<file path="config.mk">
export PLATFORM = sky130hd
export DESIGN_NAME = seg_xlate
export DESIGN_NICKNAME = d
export VERILOG_FILES = /design/src/rtl/seg_xlate_pkg.sv /design/src/rtl/seg_table.sv /design/src/rtl/seg_check.sv /design/src/rtl/seg_xlate.sv
export SDC_FILE = /design/constraint.sdc
export NUM_CORES = 1
export LEC_CHECK = 0
export BUFFER_PORTS_ARGS = -buffer_cell sky130_fd_sc_hd__buf_2
export CAP_MARGIN = 25
export CORE_MARGIN = 2
export CORE_UTILIZATION = 40
export DETAILED_ROUTE_END_ITERATION = 16
export GPL_TIMING_DRIVEN = 0
export PLACE_DENSITY = 0.66
export REMOVE_ABC_BUFFERS = 1
export SYNTH_ARGS = -nofsm -noshare
export SYNTH_HDL_FRONTEND = slang
export SYNTH_SLANG_ARGS = --single-unit
</file>
<file path="constraint.sdc">
create_clock -name clk -period 3.3 [get_ports clk]
set_input_delay 0.165 -clock clk [delete_from_list [all_inputs] [get_ports clk]]
set_output_delay 0.165 -clock clk [all_outputs]
set_load 0.01 [all_outputs]
</file>
<file path="src/rtl/seg_xlate_pkg.sv">
package seg_xlate_pkg;
    localparam int SEG_W  = 2;
    localparam int OFF_W  = 12;
    localparam int PA_W   = 16;
    localparam int VA_W   = SEG_W + OFF_W;
    localparam int NSEG   = 1 << SEG_W;
    localparam int SIZE_W = OFF_W + 1;

    typedef struct packed {
        logic              valid;
        logic              ro;
        logic [PA_W-1:0]   base;
        logic [SIZE_W-1:0] size;
    } seg_entry_t;

    typedef enum logic [1:0] {
        FLT_NONE  = 2'd0,
        FLT_MISS  = 2'd1,
        FLT_BOUND = 2'd2,
        FLT_PROT  = 2'd3
    } fault_e;

    function automatic logic in_bounds(logic [OFF_W-1:0] off, logic [SIZE_W-1:0] size);
        return {1'b0, off} < size;
    endfunction
endpackage

</file>
<file path="src/rtl/seg_table.sv">
module seg_table
    import seg_xlate_pkg::*;
(
    input  logic             clk,
    input  logic             rst,
    input  logic             we,
    input  logic [SEG_W-1:0] wr_idx,
    input  seg_entry_t       wr_entry,
    input  logic [SEG_W-1:0] rd_idx,
    output seg_entry_t       rd_entry
);
    seg_entry_t       ent [NSEG];
    logic [NSEG-1:0]  valid_vec;

    for (genvar g = 0; g < NSEG; g++) begin : g_ent
        always_ff @(posedge clk) begin
            if (rst) begin
                ent[g] <= '0;
            end else if (we && wr_idx == SEG_W'(g)) begin
                ent[g] <= wr_entry;
            end
        end
        assign valid_vec[g] = ent[g].valid;
    end

    assign rd_entry = ent[rd_idx];

    // reset leaves the whole table invalid
    p_reset_clear_r1: assert property (@(posedge clk) disable iff (rst)
        $fell(rst) |-> valid_vec == '0);
endmodule

</file>
<file path="src/rtl/seg_check.sv">
module seg_check
    import seg_xlate_pkg::*;
(
    input  seg_entry_t       entry,
    input  logic [OFF_W-1:0] offset,
    input  logic             is_write,
    output logic [PA_W-1:0]  phys,
    output fault_e           code
);
    always_comb begin
        if (!entry.valid) begin
            code = FLT_MISS;
        end else if (!in_bounds(offset, entry.size)) begin
            code = FLT_BOUND;
        end else if (is_write && entry.ro) begin
            code = FLT_PROT;
        end else begin
            code = FLT_NONE;
        end
        phys = (code == FLT_NONE) ? entry.base + PA_W'(offset) : '0;
    end
endmodule

</file>
<file path="src/rtl/seg_xlate.sv">
module seg_xlate
    import seg_xlate_pkg::*;
(
    input  logic              clk,
    input  logic              rst,
    input  logic              tbl_we,
    input  logic [SEG_W-1:0]  tbl_idx,
    input  logic              tbl_valid,
    input  logic              tbl_ro,
    input  logic [PA_W-1:0]   tbl_base,
    input  logic [SIZE_W-1:0] tbl_size,
    input  logic              req_valid,
    input  logic [VA_W-1:0]   req_addr,
    input  logic              req_write,
    output logic              rsp_valid,
    output logic [PA_W-1:0]   rsp_addr,
    output logic              rsp_fault,
    output logic [1:0]        rsp_code
);
    seg_entry_t       wr_entry;
    seg_entry_t       cur;
    logic [SEG_W-1:0] seg;
    logic [OFF_W-1:0] off;
    logic [PA_W-1:0]  phys;
    fault_e           code;

    assign seg      = req_addr[VA_W-1:OFF_W];
    assign off      = req_addr[OFF_W-1:0];
    assign wr_entry = '{valid: tbl_valid, ro: tbl_ro, base: tbl_base, size: tbl_size};

    seg_table u_table (
        .clk(clk), .rst(rst), .we(tbl_we), .wr_idx(tbl_idx),
        .wr_entry(wr_entry), .rd_idx(seg), .rd_entry(cur)
    );

    seg_check u_check (
        .entry(cur), .offset(off), .is_write(req_write),
        .phys(phys), .code(code)
    );

    always_ff @(posedge clk) begin
        if (rst || !req_valid) begin
            rsp_valid <= 1'b0;
            rsp_addr  <= '0;
            rsp_fault <= 1'b0;
            rsp_code  <= FLT_NONE;
        end else begin
            rsp_valid <= 1'b1;
            rsp_addr  <= phys;
            rsp_fault <= (code != FLT_NONE);
            rsp_code  <= code;
        end
    end

    // one-cycle latency strobe
    p_latency_r2: assert property (@(posedge clk) disable iff (rst)
        req_valid |=> rsp_valid);
    p_no_spurious_r2: assert property (@(posedge clk) disable iff (rst)
        !req_valid |=> !rsp_valid);
    // clean access returns base plus offset
    p_xlate_r3: assert property (@(posedge clk) disable iff (rst)
        (req_valid && cur.valid && in_bounds(off, cur.size) && !(req_write && cur.ro))
        |=> (rsp_code == 2'd0 && rsp_addr == $past(cur.base) + PA_W'($past(off))));
    // bound fault beats protection
    p_bound_r4: assert property (@(posedge clk) disable iff (rst)
        (req_valid && cur.valid && !in_bounds(off, cur.size))
        |=> (rsp_code == 2'd2 && rsp_addr == '0));
    // missing segment
    p_miss_r5: assert property (@(posedge clk) disable iff (rst)
        (req_valid && !cur.valid) |=> (rsp_code == 2'd1 && rsp_addr == '0));
    // store into read-only segment
    p_prot_r6: assert property (@(posedge clk) disable iff (rst)
        (req_valid && req_write && cur.valid && cur.ro && in_bounds(off, cur.size))
        |=> rsp_code == 2'd3);
    // idle outputs are quiet
    p_idle_quiet_r9: assert property (@(posedge clk) disable iff (rst)
        !rsp_valid |-> (!rsp_fault && rsp_code == 2'd0 && rsp_addr == '0));
endmodule

</file>
==> flow_summary_export.csv, run 1 <==
group,metric,value,unit
run_status,status,"complete, no violations",
finish,final_core_util,48.8,%
sta,fin_skew,14.3,ps
placed_design,place.gp.congestion,0.764,
synth,synth_top_cell_area_share,54.8,%
worst_setup_path,crit_path_end_kind,"register",
detailed_routing,dr.first_iter.drc_count,276,
synth,yosysTopAreaCell,"edfxtp_1",
detailed_routing,antenna_left,0,
power,comb_power_share,11.7,%
synth,ys_ff_latch,144,
clock_network,cts.sinks,144,
detailed_routing,vias,3986,
sta,slew-limit-headroom,32.7,%
power,sw_frac_of_total,22.1,%
floorplan,die_x,134,microns
worst_setup_path,crit_path_start_kind,"register",
synth,syn-instance-count,481,
floorplan,core,16600,sq um
power,p_int,0.00368,W
worst_setup_path,worstPathRequired,3640,ps
floorplan,placementRows,47,
floorplan,dieHeight,134,microns
worst_setup_path,r2r_end,"rsp_addr[13]",
global_routing,grt_pass1_vias,4312,
clock_network,h-tree-depth,4,
detailed_routing,wl_per_cell,18.2,microns
clock_network,clk_latency,420,ps
floorplan,dieArea,18000,sq um
global_routing,grt_first_pass_wirelength,22500,microns
floorplan,start_util,40.9,%
power,ir_drop,0.367,mV
min_path,hold_start,"tbl_size[6]",
clock_network,ctsResizeCount,0,
power,p_leak,3.16,nW
sta,slew_violations,0,
synth,netlist_top_cells_area,"edfxtp_1, and2_1, mux4_2",
global_routing,gr-usage-all-layers,17.0,%
power,p_clk_share,43.1,%
power,seqPwrFrac,45.3,%
sta,rsz0062_at_grt,"no",
detailed_routing,vias_per_cell,5.01,
synth,seq_area_frac_synth,60.7,%
run,cap_viol_max_count,0,
sta,hold_violations,0,
finish,synthToLayoutAreaGrowth,19.3,%
finish,final_cell_mix,"and2_1, edfxtp_1, buf_2",
sta,period_needed,2910,ps
clock_network,cts_setup_buffers,0,
global_routing,antenna_found_initial,1,
worst_setup_path,worst-endpoint-arrival,3250,ps
placed_design,io_buffers,71,
clock_network,tritoncts,"done",
worst_setup_path,path_max_fanout,5,
worst_setup_path,critPathKind,"register to register",
placed_design,hpwl,9560,microns
worst_setup_path,r2r-start,"u_table.ent[3][14]",
clock_network,numCtsBuffers,17,
detailed_routing,routed_wl,14500,microns
finish,fin_nets,637,
clock_network,clk_pin_slew,60,ps
detailed_routing,drc_errors,0,
min_path,hp-class,"input pin to register",
synth,avgSynthCellArea,14.1,sq um
floorplan,io_pins,72,
synth,synth_edf_count,124,
worst_setup_path,r2r_slack,390,ps
min_path,hold_depth,2,
synth,syn-cell-area,6790,sq um
detailed_routing,drt_first_pass_iters,4,
sta,setup_tns,0,ps
synth,async_reset_ff_share,0,%
global_routing,grt_overflow_total,0,
finish,drive_gt1_share,26.7,%
clock_network,hold_buffers,0,
power,powerDensity,583,nW/um^2
worst_setup_path,reg2reg_depth,8,
synth,synthFlopType,"edfxtp_1",
synth,ys_warn_count,0,
power,p_sw,0.00105,W
min_path,holdPathEnd,"u_table.ent[2][6]",
clock_network,clock_tree.root_cell,"clkbuf_16",
global_routing,grt_max_degree,32,
sta,fin_crit_sh,88.1,%
clock_network,clk_path_buf_depth,2,
sta,worstMarginPinSlew,1010,ps
synth,synthDistinctLibCells,46,
sta,setup-violations-final,0,
sta,max_freq,344,MHz
finish,fillers,1461,
-- worst max path at each step --
stage	start	end	slack [ps]
after global routing	req_addr[12]	rsp_addr[11]	140
after detailed placement	req_addr[13]	rsp_addr[13]	-50
final	u_table.ent[3][14]	rsp_addr[13]	390
after floorplan	u_table.ent[3][14]	rsp_addr[13]	660
after global placement	rst	u_table.ent[3][18]	-490
after CTS	u_table.ent[3][14]	rsp_addr[13]	380
-- cells by family (layout without fill, tap and decap cells) --
logic type	count (synthesis)	after routing	share of synthesized area, %
compound gates	47	47	4.66
xor+xnor	10	10	1.29
fa+ha+maj	24	24	4.53
buf+inv	40	132	2.52
flops	144	144	60.7
mux	32	32	10.4
other cells	0	2	0
simple gates	184	184	15.8
-- cell type report --
class	instances	area [sq um]	area share, %
clock buffers	17	425	5.25
inverters	20	75.1	0.927
well taps	220	275	3.40
flip-flops and latches	144	4120	50.9
clock inverters	14	196	2.43
diodes	2	5.00	0.0618
repair buffers	81	485	5.99
multi-input cells	297	2510	31.0
-- state kept, by name, indices dropped and copies added, names as in the netlist --
register     cells
rsp_addr        16
rsp_code         2
u_table.ent    124
rsp_fault        1
rsp_valid        1
-- routing by layer --
| layer | global-route usage [%] | up-vias | share of wire, % |
|---|---|---|---|
| met5 | 0 | - | 0 |
| met4 | 7.19 | 0 | 1.6 |
| met3 | 4.31 | 21 | 4.4 |
| met2 | 30.4 | 90 | 53 |
| met1 | 19.3 | 1945 | 41 |
| li1 | - | 1930 | - |
-- Yosys cell counts, types with 3 or more instances --
master,number
a31oi_1,3
inv_1,20
xnor2_1,7
a21oi_1,15
xor2_1,3
mux4_2,31
ha_1,23
nor2_1,22
edfxtp_1,124
nand2_1,13
a21o_1,5
nand3_1,6
a31o_2,5
and2_1,124
dfxtp_1,20
nor3_1,5
clkbuf_1,13
o21ai_0,5
-- critical path, stage by stage (launching register included) --
cell      delay, ps
edfxtp_1        360
mux4_2          520
ha_1            290
a21o_1          190
and4_1          210
or2_2           300
a32oi_1         410
mux2_2          390
a31oi_1         150
-- through the flow --
stage               power, W  instance area (sq um)  std cells  worst slack (ps)  hold slack (ps)
floorplan            0.00253                   6690        461               659              363
global placement     0.00270                   7320        752              -488              469
detailed placement   0.00272                   7450        761             -51.9              476
CTS                  0.00475                   8070        792               382             32.6
global route         0.00488                   8100        793               136             48.5
finish               0.00472                   8100        795               392             49.4
-- power groups by stage --
stage               Clock, W  Combinational (W)  Sequential [W]
floorplan                  0           0.000357         0.00217
global placement           0           0.000530         0.00217
detailed placement         0           0.000548         0.00218
CTS                  0.00205           0.000552         0.00214
global route         0.00212           0.000612         0.00215
finish               0.00203           0.000551         0.00214
(Power assumes the default switching activity.)
==> inputs of run 2 (changes only) <==
--- a/config.mk
+++ b/config.mk
@@ -11,7 +11,7 @@
 export CORE_UTILIZATION = 40
 export DETAILED_ROUTE_END_ITERATION = 16
 export GPL_TIMING_DRIVEN = 0
-export PLACE_DENSITY = 0.66
+export PLACE_DENSITY = 0.64
 export REMOVE_ABC_BUFFERS = 1
 export SYNTH_ARGS = -nofsm -noshare
 export SYNTH_HDL_FRONTEND = slang
==> constraint.sdc (replaced) <==
create_clock -name clk -period 3.15 [get_ports clk]
set_input_delay 0.1575 -clock clk [delete_from_list [all_inputs] [get_ports clk]]
set_output_delay 0.1575 -clock clk [all_outputs]
set_load 0.01 [all_outputs]
==> run 2 against run 1 <==
Against the previous run: fmax is 0.10% higher; clock skew is 8.4 ps lower; first-iteration DRC count is 5.8% lower; count of clock-buffer cells in the layout stayed put; largest cell class unchanged; clock power is 3% higher; via count is 2.3% higher; die area stayed put; wire length is 0.59% lower; utilization is 0.23 points higher.
==> flow_summary_export.csv, run 2 (synthesis gave the netlist of run 1 again) <==
group,metric,value,unit
worst_setup_path,worstPathRequired,3490,ps
finish,fillers,1479,
sta,fin_skew,5.92,ps
global_routing,grt_first_pass_wirelength,22600,microns
detailed_routing,antenna_left,0,
worst_setup_path,r2r_slack,240,ps
clock_network,clk_path_buf_depth,2,
floorplan,start_util,40.9,%
worst_setup_path,r2r_end,"rsp_addr[13]",
finish,final_area,8140,sq um
run,cap_viol_max_count,0,
clock_network,cts.sinks,144,
worst_setup_path,cp_top_family,"multiplexers",
worst_setup_path,max_stage_delay,510,ps
placed_design,place_ws,-193,ps
detailed_routing,drt_first_pass_iters,4,
detailed_routing,wl_per_cell,18.0,microns
worst_setup_path,reg2reg_depth,8,
global_routing,gr-usage-all-layers,17.0,%
worst_setup_path,crit_path_end_kind,"register",
finish,largest_register_ffs,124,
finish,fin_nets,639,
sta,timing.hold.ws,44.1,ps
sta,slew_violations,0,
finish,drive_gt1_share,27.6,%
worst_setup_path,critical_path_cell_count,8,
worst_setup_path,critPathKind,"register to register",
floorplan,dieArea,18000,sq um
clock_network,numCtsBuffers,17,
power,p_leak,3.18,nW
sta,slew-limit-headroom,34.8,%
finish,synthToLayoutAreaGrowth,19.9,%
clock_network,hold_buffers,0,
clock_network,tritoncts,"done",
floorplan,io_pins,72,
detailed_routing,vias,4076,
worst_setup_path,startpoint,"u_table.ent[3][14]",
power,ir_drop,0.389,mV
worst_setup_path,crit_path_start_kind,"register",
clock_network,clock_tree.root_cell,"clkbuf_16",
sta,hold_violations,0,
power,powerDensity,603,nW/um^2
sta,setup_slack,245,ps
run_status,status,"complete, no violations",
worst_setup_path,cp_cell_sequence,"mux4_2 -> ha_1 -> a21o_1 -> and4_1 -> or2_2 -> a32oi_1 -> mux2_2 -> a31oi_1",
worst_setup_path,worst-endpoint-arrival,3250,ps
sta,setup-violations-final,0,
finish,final_cell_mix,"and2_1, edfxtp_1, buf_2",
detailed_routing,drc_errors,0,
sta,max_freq,344,MHz
sta,period_needed,2910,ps
floorplan,core,16600,sq um
placed_design,placed_cell_area,7460,sq um
detailed_routing,dr.first_iter.drc_count,260,
placed_design,hpwl,9710,microns
clock_network,clk_latency,420,ps
global_routing,antenna_found_initial,0,
global_routing,grt_max_degree,32,
detailed_routing,vias_per_cell,5.11,
sta,rsz0062_at_grt,"no",
worst_setup_path,path_max_fanout,5,
finish,final_core_util,49.1,%
finish,seq_area,4120,sq um
placed_design,io_buffers,71,
clock_network,ctsResizeCount,0,
min_path,hp-class,"input pin to register",
floorplan,placementRows,47,
sta,fin_crit_sh,92.2,%
clock_network,clk_pin_slew,60,ps
finish,reg.largest.list,"u_table.ent x124, rsp_addr x16, rsp_code x2",
min_path,hold_start,"tbl_size[2]",
floorplan,die_x,134,microns
sta,worstMarginPinSlew,978,ps
worst_setup_path,r2r-start,"u_table.ent[3][14]",
floorplan,dieHeight,134,microns
finish,regMostFlops,"u_table.ent",
clock_network,h-tree-depth,4,
finish,multi_input_area,2510,sq um
global_routing,grt_overflow_total,0,
worst_setup_path,crit_slowest_cell,"mux4_2",
worst_setup_path,crit_end,"rsp_addr[13]",
worst_setup_path,path_buf_inv,0,
global_routing,grt_pass1_vias,4343,
placed_design,place.gp.congestion,0.761,
detailed_routing,routed_wl,14400,microns
clock_network,cts_setup_buffers,0,
-- run 2: changes by cell type in the layout (fill, tap and decap cells not counted), sizes merged --
cell	change
clkinv	+1
bufinv	-1
buf	+2
diode	-1
clkinvlp	+1
-- run 2: worst min-delay path by stage --
stage / endpoint / slack, ps / cells after the start
2_1_floorplan: rsp_fault / 360 / 2
3_3_place_gp: u_table.ent[3][4] / 460 / 2
3_5_place_dp: u_table.ent[0][2] / 470 / 2
4_1_cts: u_table.ent[0][2] / 30 / 2
5_1_grt: u_table.ent[0][27] / 30 / 2
6_report: u_table.ent[3][2] / 40 / 2
-- run 2: per-layer routing --
layer	wire length (microns)	track usage, %	vias to the layer above
met5	0	0	-
met4	227	6.49	0
met3	655	4.69	19
met2	7620	31.0	89
met1	5880	19.0	2037
li1	-	-	1931
-- run 2: area by class of cell --
class,count,area share [%]
inverter,20,0.922
clock buffer,17,5.23
sequential,144,50.7
antenna,1,0.0307
clock inverter,15,2.38
timing repair buffer,83,6.50
multi-input combinational,297,30.9
tap,220,3.38
-- run 2: worst reg2reg max path: stages, from the launching register on --
cell and delay (ps):
edfxtp_1 360, mux4_2 510, ha_1 290, a21o_1 190
and4_1 200, or2_2 310, a32oi_1 420, mux2_2 400
a31oi_1 160
-- run 2: power breakdown --
part	internal (W)	switching, W	leakage [nW]
Combinational	0.000267	0.000317	1.51
Clock	0.00132	0.000768	0.290
Sequential	0.00221	0.0000288	1.38
-- run 2: through the flow --
step	TNS [ps]	power, W	cells
after floorplan	0	0.00265	461
after global placement	-96090	0.00282	752
after detailed placement	-1470	0.00286	761
after CTS	0	0.00493	793
after global routing	0	0.00509	796
final	0	0.00491	797
==> inputs of run 3 (changes only) <==
--- a/config.mk
+++ b/config.mk
@@ -12,6 +12,7 @@
 export DETAILED_ROUTE_END_ITERATION = 16
 export GPL_TIMING_DRIVEN = 0
 export PLACE_DENSITY = 0.64
+export RECOVER_POWER = 100
 export REMOVE_ABC_BUFFERS = 1
 export SYNTH_ARGS = -nofsm -noshare
 export SYNTH_HDL_FRONTEND = slang
==> constraint.sdc (replaced) <==
create_clock -name clk -period 3.15 [get_ports clk]
set_input_delay 0.63 -clock clk [delete_from_list [all_inputs] [get_ports clk]]
set_output_delay 0.63 -clock clk [all_outputs]
set_load 0.01 [all_outputs]
==> run 3 against run 2 <==
Against the previous run: the run now ends with capacitance limit, slew limit left; die area unchanged; fmax decreased by 3.3%; utilization decreased by 0.69 points; clock skew increased by 1.2 ps; combinational power decreased by 0.7%; non-clock buffer count increased by 1; largest power group unchanged; critical endpoint unchanged; global-route usage increased by 0.065 points; wire length increased by 1.3%.
==> flow_summary_export.csv, run 3 (synthesis gave the netlist of run 1 again) <==
group,metric,value,unit
detailed_routing,wl_per_cell,18.3,microns
floorplan,io_pins,72,
power,powerDensity,612,nW/um^2
detailed_routing,routed_wl,14600,microns
finish,final_area,8020,sq um
floorplan,dieHeight,134,microns
finish,drive_gt1_share,21.5,%
global_routing,grt_pass1_vias,4353,
floorplan,start_util,40.9,%
finish,final_cells,798,
global_routing,grt_overflow_total,0,
worst_setup_path,critPathKind,"input pin to register",
floorplan,dieArea,18000,sq um
sta,slew_violations,113,
sta,slew-limit-headroom,-22.7,%
floorplan,placementRows,47,
floorplan,die_x,134,microns
worst_setup_path,crit_path_start_kind,"input pin",
detailed_routing,dr.first_iter.drc_count,223,
placed_design,hpwl,9710,microns
placed_design,placed_cell_area,7460,sq um
run_status,violations,"capacitance limit, slew limit",
sta,setup_slack,145,ps
run,cap_viol_max_count,4,
finish,largest_register_ffs,124,
worst_setup_path,worst-endpoint-arrival,3350,ps
clock_network,hold_buffers,0,
detailed_routing,vias,4068,
finish,fillers,1495,
min_path,hp-class,"input pin to register",
global_routing,gr-usage-all-layers,17.1,%
power,p_leak,2.96,nW
clock_network,cts.sinks,144,
finish,final_cell_mix,"edfxtp_1, and2_0, and2_1",
sta,fin_crit_sh,95.4,%
power,ir_drop,0.392,mV
floorplan,core,16600,sq um
global_routing,grt_max_degree,32,
run_status,status,"complete, but fails checks",
finish,reg.largest.list,"u_table.ent x124, rsp_addr x16, rsp_code x2",
sta,hold_violations,0,
clock_network,clk_pin_slew,60,ps
placed_design,io_buffers,71,
clock_network,numCtsBuffers,17,
finish,fin_nets,640,
clock_network,clock_tree.root_cell,"clkbuf_16",
sta,max_freq,333,MHz
global_routing,grt_first_pass_wirelength,22700,microns
detailed_routing,antenna_left,0,
worst_setup_path,crit_path_end_kind,"register",
finish,synthToLayoutAreaGrowth,18.2,%
placed_design,place_ws,-666,ps
clock_network,h-tree-depth,4,
clock_network,clk_path_buf_depth,2,
clock_network,tritoncts,"done",
sta,setup-violations-final,0,
global_routing,antenna_found_initial,0,
sta,worstMarginPinSlew,1840,ps
worst_setup_path,path_max_fanout,22,
sta,fin_skew,7.15,ps
detailed_routing,drt_first_pass_iters,4,
sta,period_needed,3010,ps
worst_setup_path,worstPathRequired,3490,ps
placed_design,place.gp.congestion,0.761,
detailed_routing,drc_errors,0,
detailed_routing,vias_per_cell,5.10,
placed_design,placed_cells,761,
clock_network,clk_latency,420,ps
finish,regMostFlops,"u_table.ent",
finish,final_common_cell,"edfxtp_1",
-- run 3: cell count changes in the layout (fill, tap and decap cells not counted), sizes merged --
cell | previous run | this run
buf | 83 | 50
clkbuf | 17 | 51
-- run 3: power breakdown --
part | total [W] | internal [W] | switching (W)
Combinational | 0.000580 | 0.000256 | 0.000324
Sequential | 0.00224 | 0.00221 | 0.0000292
Clock | 0.00209 | 0.00132 | 0.000769
Total | 0.00491 | 0.00378 | 0.00112
-- run 3: path summary, 6_finish.rpt --
check,to,startpoint,slack (ps),cells after the start
max,rsp_addr[13],req_addr[12],140,9
min,u_table.ent[0][12],tbl_size[12],520,2
max reg2reg,rsp_addr[13],u_table.ent[3][14],420,8
min reg2reg,rsp_addr[14],u_table.ent[0][27],750,3
-- run 3: metal layers --
| layer | wire length (microns) | GRT usage (%) | vias to the layer above |
|---|---|---|---|
| li1 | - | - | 1933 |
| met1 | 6050 | 19.1 | 2036 |
| met2 | 7710 | 31.1 | 83 |
| met3 | 592 | 4.69 | 16 |
| met4 | 227 | 6.49 | 0 |
| met5 | 0 | 0 | - |
-- run 3: critical path, cell delays in order --
cell,delay [ps]
buf_4,230
buf_12,260
mux4_2,540
ha_1,360
and4_1,210
or2_2,340
a32oi_4,240
mux2_2,370
a31oi_1,160
-- run 3: cell type report --
class	count	area, sq um	area share, %
clock buffers	17	425	5.30
clock inverters	15	194	2.42
flip-flops and latches	144	4120	51.4
multi-input cells	297	2520	31.5
inverters	20	75.1	0.936
repair buffers	84	404	5.04
diodes	1	2.50	0.0312
well taps	220	275	3.43
-- run 3: timing repair --
| item | 4_1_cts | 5_1_grt |
|---|---|---|
| endpoints found under the hold margin | 0 | 0 |
| endpoints found under the setup margin | 16 | 14 |
| gates resized for setup | 4 | 2 |
| pin swaps | 0 | 1 |
| buffers inserted | 0 | 1 |
-- run 3: metrics by stage --
step / power, W / TNS, ps / hold slack [ps] / utilization (%)
2_1_floorplan: 0.00265 / 0 / 697 / -
3_3_place_gp: 0.00282 / -163660 / 739 / 44.2
3_5_place_dp: 0.00286 / -9810 / 746 / 45.0
4_1_cts: 0.00493 / 0 / 500 / 48.8
5_1_grt: 0.00509 / -21.3 / 508 / 48.4
6_report: 0.00491 / 0 / 517 / 48.4
